`config.mk`:
```
export PLATFORM = sky130hd
export DESIGN_NAME = dp_alu
export DESIGN_NICKNAME = d
export VERILOG_FILES = /design/src/rtl/alu_pkg.sv /design/src/rtl/alu_addsub.sv /design/src/rtl/alu_logic.sv /design/src/rtl/alu_flags.sv /design/src/rtl/dp_alu.sv
export SDC_FILE = /design/constraint.sdc
export NUM_CORES = 1
export LEC_CHECK = 0
export ABC_AREA = 1
export BUFFER_PORTS_ARGS = -buffer_cell sky130_fd_sc_hd__buf_2
export CORE_ASPECT_RATIO = 0.9
export CORE_MARGIN = 8
export CORE_UTILIZATION = 53
export DETAILED_ROUTE_END_ITERATION = 12
export PLACE_DENSITY = 0.77
export SYNTH_ARGS = -nofsm -noshare
export SYNTH_HDL_FRONTEND = slang
export SYNTH_SLANG_ARGS = --single-unit
```
`constraint.sdc`:
```
create_clock -name vclk -period 5.4
set_input_delay 1.62 -clock vclk [all_inputs]
set_output_delay 1.62 -clock vclk [all_outputs]
set_load 0.005 [all_outputs]
```
`src/rtl/alu_pkg.sv`:
```
package alu_pkg;
  localparam int OP_W = 3;

  typedef enum logic [OP_W-1:0] {
    ALU_ADD = 3'b000,
    ALU_SUB = 3'b001,
    ALU_XOR = 3'b100,
    ALU_OR  = 3'b101,
    ALU_AND = 3'b110
  } alu_op_e;
endpackage

```
`src/rtl/alu_addsub.sv`:
```
module alu_addsub #(
  parameter int W = 32
) (
  input  logic [W-1:0] a_i,
  input  logic [W-1:0] b_i,
  input  logic         sub_i,
  output logic [W-1:0] sum_o,
  output logic         cout_o,
  output logic         ovf_o
);
  // sum of two operands plus a carry-in, one extra bit for the carry-out
  function automatic logic [W:0] add_cin(input logic [W-1:0] x,
                                         input logic [W-1:0] y,
                                         input logic cin);
    return {1'b0, x} + {1'b0, y} + {{W{1'b0}}, cin};
  endfunction

  logic [W-1:0] b_eff;
  logic [W:0]   raw;

  assign b_eff  = sub_i ? ~b_i : b_i;
  assign raw    = add_cin(a_i, b_eff, sub_i);
  assign sum_o  = raw[W-1:0];
  assign cout_o = raw[W];
  // the effective operands agree in sign but the sum does not
  assign ovf_o  = (a_i[W-1] == b_eff[W-1]) && (sum_o[W-1] != a_i[W-1]);
endmodule

```
`src/rtl/alu_logic.sv`:
```
module alu_logic #(
  parameter int W = 32
) (
  input  logic [W-1:0] a_i,
  input  logic [W-1:0] b_i,
  input  logic [1:0]   fn_i,
  output logic [W-1:0] y_o
);
  // fn_i: 00 xor, 01 or, 10 and, 11 none
  for (genvar i = 0; i < W; i++) begin : g_bit
    always_comb begin
      case (fn_i)
        2'b00:   y_o[i] = a_i[i] ^ b_i[i];
        2'b01:   y_o[i] = a_i[i] | b_i[i];
        2'b10:   y_o[i] = a_i[i] & b_i[i];
        default: y_o[i] = 1'b0;
      endcase
    end
  end
endmodule

```
`src/rtl/alu_flags.sv`:
```
module alu_flags #(
  parameter int W = 32
) (
  input  logic [W-1:0] y_i,
  output logic         zero_o,
  output logic         sign_o
);
  assign zero_o = ~|y_i;
  assign sign_o = y_i[W-1];
endmodule

```
`src/rtl/dp_alu.sv`:
```
module dp_alu
  import alu_pkg::*;
#(
  parameter int W = 32
) (
  input  logic [W-1:0]    a_i,
  input  logic [W-1:0]    b_i,
  input  logic [OP_W-1:0] op_i,
  output logic [W-1:0]    y_o,
  output logic            zero_o,
  output logic            sign_o,
  output logic            ovf_o,
  output logic            carry_o
);
  logic         arith_sel;
  logic         logic_sel;
  logic         sub_sel;
  logic [W-1:0] arith_y;
  logic [W-1:0] logic_y;
  logic         arith_cout;
  logic         arith_ovf;

  assign sub_sel   = (op_i == ALU_SUB);
  assign arith_sel = (op_i == ALU_ADD) || sub_sel;
  assign logic_sel = op_i[2] && (op_i[1:0] != 2'b11);

  alu_addsub #(.W(W)) u_addsub (
    .a_i    (a_i),
    .b_i    (b_i),
    .sub_i  (sub_sel),
    .sum_o  (arith_y),
    .cout_o (arith_cout),
    .ovf_o  (arith_ovf)
  );

  alu_logic #(.W(W)) u_logic (
    .a_i  (a_i),
    .b_i  (b_i),
    .fn_i (op_i[1:0]),
    .y_o  (logic_y)
  );

  always_comb begin
    if (arith_sel)      y_o = arith_y;
    else if (logic_sel) y_o = logic_y;
    else                y_o = '0;
  end

  assign carry_o = arith_sel & arith_cout;
  assign ovf_o   = arith_sel & arith_ovf;

  alu_flags #(.W(W)) u_flags (
    .y_i    (y_o),
    .zero_o (zero_o),
    .sign_o (sign_o)
  );
endmodule

```
==> results of run 1 <==
## stage by stage
| stage | utilization | TNS [ps] | total power [W] | hold slack [ps] |
|---|---|---|---|---|
| floorplan | - | 0 | 0.000415 | 3370 |
| global placement | 0.733 | -6110 | 0.000733 | 3630 |
| detailed placement | 0.733 | -6870 | 0.000750 | 3630 |
| CTS | 0.763 | -3870 | 0.000796 | 3630 |
| global route | 0.839 | -12700 | 0.00104 | 3660 |
| finish | 0.839 | -9640 | 0.000967 | 3620 |
## synthesized netlist by cell type, types with 2 or more instances
cell type,count
sky130_fd_sc_hd__inv_1,179
sky130_fd_sc_hd__nand2_2,14
sky130_fd_sc_hd__o21ai_2,2
sky130_fd_sc_hd__o21bai_1,5
sky130_fd_sc_hd__inv_2,6
sky130_fd_sc_hd__a21oi_2,3
sky130_fd_sc_hd__a21oi_1,33
sky130_fd_sc_hd__nor2_1,71
sky130_fd_sc_hd__nor3_1,6
sky130_fd_sc_hd__buf_1,3
sky130_fd_sc_hd__nor2_2,4
sky130_fd_sc_hd__buf_2,10
sky130_fd_sc_hd__nand3_2,4
sky130_fd_sc_hd__o21ai_0,24
sky130_fd_sc_hd__o211ai_1,21
sky130_fd_sc_hd__o21ai_1,6
sky130_fd_sc_hd__nand3b_1,13
sky130_fd_sc_hd__nand2_1,269
sky130_fd_sc_hd__xor2_1,32
sky130_fd_sc_hd__clkbuf_1,3
sky130_fd_sc_hd__nand4_1,10
sky130_fd_sc_hd__a22oi_1,7
sky130_fd_sc_hd__nand3_1,59
sky130_fd_sc_hd__ha_1,98
## cell type report
type	instances	area [µm²]	area share
timing repair buffer	294	2090	0.275
inverter	186	703	0.0927
multi-input combinational	690	4640	0.612
tap	122	153	0.0201
## power by group through the flow
stage / clock [W] / combinational (W) / sequential (W)
finish: 0 / 0.000967 / 0
global route: 0 / 0.00104 / 0
CTS: 0 / 0.000796 / 0
detailed placement: 0 / 0.000750 / 0
global placement: 0 / 0.000733 / 0
floorplan: 0 / 0.000415 / 0
## how the worst max path moves through the flow
stage	to	depth (start not counted)	startpoint	slack, ps
floorplan	zero_o	19	op_i[2]	30
global placement	zero_o	20	op_i[2]	-720
detailed placement	zero_o	20	op_i[2]	-800
CTS	zero_o	22	op_i[1]	-580
global route	zero_o	21	op_i[2]	-940
finish	zero_o	22	op_i[2]	-790
## routing by layer
metal / track usage / wire length (µm)
met1: 0.329 / 8000
met2: 0.458 / 9670
met3: 0.0294 / 2070
met4: 0.0722 / 1240
met5: 0 / 0
## cells by family after synthesis
logic type	after synthesis
AND/OR/NAND/NOR	455
XOR/XNOR	32
buffers and inverters	204
adder cells (fa/ha/maj)	99
AO/OA/AOI/OAI	104
## what timing repair did
action | 4_1_cts | 5_1_grt
buffers inserted | 11 | 34
hold buffers | 0 | 0
pin swaps | 27 | 61
setup endpoints to repair | 26 | 28
gates resized for setup | 64 | 136
==> run summary, run 1 <==
The number of buffers inserted by port buffering came out at 103. The I/O pin count is 103. Of the total power, the share spent switching nets is 0.559.

The pin count of the biggest net entering global routing came out at 20. The total power divided by cell area came out at 127 nW/µm². The worst-case IR drop observed on VDD is 68.7 µV. The dominant cell type by area after synthesis is sky130_fd_sc_hd__ha_1. Setup repair after global routing could not meet its margin everywhere. The number of max-cap violations came out at 0. The count of nets left with antenna violations after detail routing came out at 0.

Summing all placed instances gives a cell area of 6630 µm². The number of placed cells counting well taps is 1250. Headroom to the max-slew limit came out at 0.776. The final routed DRC violation total is 0. For this design, the slowest cell found on the critical path is sky130_fd_sc_hd__ha_1. The first TritonRoute pass finished after 7 iterations.

The worst setup path is captured at a primary output. In the layout the commonest cells are sky130_fd_sc_hd__nand2_1 (224), sky130_fd_sc_hd__buf_4 (172), sky130_fd_sc_hd__inv_1 (164). The sequential cell area fraction in the yosys report is 0.

The count of endpoints failing hold in the final timing report came out at 0. The worst min-delay path class is in2out. The vias per cell came out at 5.66. The number of diodes is 0.

Timing would allow up to 161 MHz. The number of vias in the routed layout is 7310. In this run the worst path has a maximum fanout of 7. The XOR/XNOR share of the synthesized area is 0.0572. The global-route wire length before repair came out at 28.4 mm. The remaining global-route overflow is 0. The final instance count without filler cells is 1292. The number of distinct library cell variants in the gate-level netlist after synthesis came out at 36. The via count of the first global-routing pass was 6301. The data required time of the worst path came out at 3780 ps. The path with the worst hold slack has its endpoint at ovf_o. The static power due to leakage came out at 4.34 nW.

The final layout contains 1338 nets. The fraction of the mapped netlist area in compound gates came out at 0.128. The checks that failed: setup timing.

The post-route minimum period came out at 6190 ps. The average detailed-routed wire length per instance is 16.2 µm. By area the synthesized netlist is led by sky130_fd_sc_hd__ha_1 (25%), sky130_fd_sc_hd__nand2_1 (21%), sky130_fd_sc_hd__inv_1 (14%).

The share of total power dissipated in combinational logic is 1.000. In this run the horizontal extent of the chip is 117 µm. By startpoint and endpoint, the worst setup path is classified as in2out.

The synthesized netlist occupies a cell area of 4900 µm². The row count came out at 33. When the netlist entered floorplanning its net count stood at 1060.

STA puts the critical path data arrival time at 4570 ps. The floorplan step defined a die boundary enclosing 12600 µm². The number of warnings issued by yosys is 0. The worst hold path begins at a_i[31]. The half-perimeter wire length of the detailed placement result came out at 14.2 mm. The initial utilization of the core area, before any placement, comes to 0.542. The internal portion of total power came out at 0.000427 W. The most common cell after layout, fill and taps aside is sky130_fd_sc_hd__nand2_1. The analysis attributes to net switching a power of 0.000540 W. The overall global routing resource usage came out at 0.260. The transition time at the pin with the least slew margin came out at 333 ps.

The category of cells accounting for the largest share of critical-path delay is simple AND/OR/NAND/NOR gates. The number of buffer and inverter instances along the worst setup path is 7. Counting the clock-network buffers in the layout gives 0. The sort of element at the start of the critical path is an input pin. The number of fillers in the final layout came out at 550. The share of total power dissipated in sequential elements is 0. The combinational family with the most area after synthesis is simple AND/OR/NAND/NOR gates.

The share of the cycle needed by the critical path after routing is 1.15. The share of synthesized area in the top cell type comes to 0.250. Of the total synthesized cell area, the portion taken by full adders, half adders and majority gates is 0.254. The total non-filler cell area in the finished layout came out at 7580 µm². The synthesized area divided by synthesized cell count is 5.48 µm². The die height is 107 µm. Of the total power, the clock network draws 0.

Registers take 0 µm². The placeable core region came out at 9040 µm². The setup slack after placement came out at -799 ps. The design has 0 sequential cells. The synthesized-area fraction occupied by and/or/nand/nor cells came out at 0.399. The area growth from synthesis to final layout is 54.7%.

The worst hold path depth came out at 4. The worst-case setup margin in the final layout came out at -793 ps. The post-synthesis instance total is 894. The final RePlAce weighted congestion came out at 1.02. The initial antenna violation count is 0. The portion of synthesized area spent on multiplexers is 0.

The biggest cell delay along the critical path is 370 ps. After the first detailed-routing iteration, the DRC count stood at 782. The share of post-route cells with drive strength above 1 came out at 0.415. The number of pins with negative max-slew slack in the final report came out at 0. The total length of routed wires came out at 21.0 mm. Setup violations remaining at the end of the flow were counted as 27.

The run finished, with violations left. The critical path goes through buf_8 -> inv_4 -> nand3_4 -> buf_12 -> buf_12 -> xor2_1 -> ha_1 -> nand2_2 -> nor2_4 -> buf_6 -> nand2_1 -> nand3b_1 -> nand3_1 -> nand2_1 -> nand3_2 -> nand2_2 -> inv_2 -> nand4_1 -> nor2_2 -> nand3_2 -> nor2_4 -> buf_2.
No activity file was read; power rests on OpenSTA's default activity.
==> inputs of run 2 (changes only) <==
==> constraint.sdc (replaced) <==
create_clock -name vclk -period 5.28
set_input_delay 1.584 -clock vclk [all_inputs]
set_output_delay 1.584 -clock vclk [all_outputs]
set_load 0.005 [all_outputs]
==> run summary, run 2 (synthesized netlist as in run 1, its figures left out) <==
The fmax came out at 157 MHz. The area growth from synthesis to final layout came out at 67.7%. The initial antenna violation count is 0. The placeable core region came out at 9040 µm². There are 0 flip-flops and latches. The number of clock buffers in the layout came out at 0. The routed design has 25.4 mm of wire.

Input and output buffers added on the ports amount to 103. The critical path runs through a total of 21 cells. The total power came out at 0.00112 W. The library cell used most frequently in the layout, excluding fill and tap cells, is sky130_fd_sc_hd__nand2_1. Tracing the worst setup path back leads to its startpoint at op_i[0]. After global routing the overflow that remains totals 0. The layout net count is 1366. The most prevalent standard cell on the critical path is sky130_fd_sc_hd__nand3_1. Across every metal layer, demand over resource in global routing totals 0.294. The setup path with the least slack is of type in2out. The total power divided by cell area came out at 136 nW/µm².

The worst hold path belongs to the class in2out. The number of buffer and inverter instances along the worst setup path is 5. The number of fillers in the final layout is 425. The vias per cell came out at 6.02. The checks that failed: setup timing.

Setup violations remaining at the end of the flow were counted as 30. The number of diodes is 0. The pin count of the biggest net entering global routing came out at 19. The static power due to leakage is 4.62 nW.

The count of routing violations after the opening detailed-route iteration came out at 919. The final routed DRC violation total is 0. The worst setup path is launched from an input pin. The full die area came out at 12600 µm².

The count of nets left with antenna violations after detail routing came out at 0. The count of endpoints failing hold in the final timing report came out at 0. The worst slew margin relative to its limit came out at 0.746. The top cell types in the final layout, fill and taps aside, are sky130_fd_sc_hd__nand2_1 (200), sky130_fd_sc_hd__buf_4 (189), sky130_fd_sc_hd__inv_1 (165). The global-route wire length before repair came out at 31.5 mm.

The largest individual stage delay along the critical path comes from the cell sky130_fd_sc_hd__ha_1. The average detailed-routed wire length per instance came out at 19.2 µm. Dividing the final minimum period by the clock period gives 1.21. The worst hold path begins at a_i[31].

The I/O pin count is 103. The final RePlAce weighted congestion is 0.963. The die is 107 µm tall. Of the cells placed in the final design, the portion with a size suffix greater than 1 is 0.457.

The data required time of the worst path is 3700 ps. The flow ran to the end, but the final reports show violations. The transition time at the pin with the least slew margin came out at 377 ps. The signal on the critical path passes through buf_2 -> nand3_4 -> buf_12 -> xor2_1 -> ha_1 -> nand2_2 -> buf_6 -> buf_12 -> nor2_4 -> nand2_4 -> nand2_4 -> nand2_1 -> nand3_1 -> nand2_1 -> nand3b_1 -> nor2_1 -> nand3_1 -> nor2_2 -> nand3_1 -> nor2_1 -> buf_2. STA puts the critical path data arrival time at 4780 ps. The number of pins with negative max-slew slack in the final report is 0. The first TritonRoute pass finished after 9 iterations. The die is 117 µm wide. The kind of cell with the highest combined delay along the critical path is simple AND/OR/NAND/NOR gates. The multi-input gate area in the final layout came out at 4960 µm². The initial cell density of the core came out at 0.542. The worst hold-check slack is 3600 ps. The biggest cell delay along the critical path is 380 ps. The half-perimeter wire length of the detailed placement result came out at 15.0 mm. The row count is 33.

For this block, the via count after detailed routing is 7950. Across the VDD grid, the largest voltage drop is 83.7 µV. The post-route minimum period came out at 6360 ps.

In this run the worst path has a maximum fanout of 7. Setup repair after global routing could not meet its margin everywhere. The register cell area after layout came out at 0 µm². The capturing element of the worst setup path is zero_o. The worst setup path is captured at a primary output. The number of max-cap violations is 0.

The worst-case setup margin in the final layout came out at -1080 ps. The via count of the first global-routing pass was 6899.
-- run 2: cell count changes in the layout (fill, tap and decap cells not counted), moves of 5 or more --
cell                      change
sky130_fd_sc_hd__nand2_2     +13
sky130_fd_sc_hd__buf_2        -7
sky130_fd_sc_hd__nor2_4       +5
sky130_fd_sc_hd__buf_6       +17
sky130_fd_sc_hd__nand3_2     +10
sky130_fd_sc_hd__nand2_1     -24
sky130_fd_sc_hd__nand3_1     -14
sky130_fd_sc_hd__nor2_2       -6
sky130_fd_sc_hd__nand2_4     +10
sky130_fd_sc_hd__a21oi_1      +5
sky130_fd_sc_hd__buf_4       +17
sky130_fd_sc_hd__a21oi_2      -7
-- run 2: per-stage QoR --
step	setup WS, ps	utilization	setup TNS (ps)	cell area [µm²]	instances
final	-1080	0.909	-12190	8220	1320
after global routing	-1130	0.909	-14340	8220	1320
after CTS	-600	0.842	-5340	7610	1312
after detailed placement	-690	0.765	-7440	6910	1288
after global placement	-701	0.765	-6590	6910	1288
after floorplan	4.76	-	0	4910	894
-- run 2: layer usage --
layer	global-route usage	vias up	routed length, µm
met2	0.511	723	11400
li1	-	3410	-
met4	0.140	0	2030
met3	0.0572	232	3070
met5	0	-	0
met1	0.344	3585	8880
-- run 2: tightest hold or removal path, stage by stage --
cell                       delay [ps]
sky130_fd_sc_hd__buf_2            130
sky130_fd_sc_hd__nand3_1          110
sky130_fd_sc_hd__a211oi_2          80
sky130_fd_sc_hd__buf_2            120
-- run 2: area by class of cell --
cell class / count / area share
inverter: 186 / 0.0866
tap: 122 / 0.0186
timing repair buffer: 322 / 0.292
multi-input combinational: 690 / 0.603
-- run 2: repair_timing --
item	4_1_cts	5_1_grt
pin swaps	55	59
hold buffers	0	0
cloned	1	0
gates resized for setup	140	144
setup buffers	27	16
endpoints found under the setup margin	27	29
-- run 2: power by group --
group | internal [W] | switching (W)
Combinational | 0.000485 | 0.000636
Sequential | 0 | 0
Clock | 0 | 0
Total | 0.000485 | 0.000636
-- run 2: how the worst min path moves through the flow --
| stage | endpoint | slack, ps | depth (start not counted) |
|---|---|---|---|
| after floorplan | ovf_o | 3300 | 2 |
| after global placement | ovf_o | 3560 | 4 |
| after detailed placement | ovf_o | 3570 | 4 |
| after CTS | ovf_o | 3590 | 4 |
| after global routing | ovf_o | 3640 | 4 |
| final | ovf_o | 3600 | 4 |
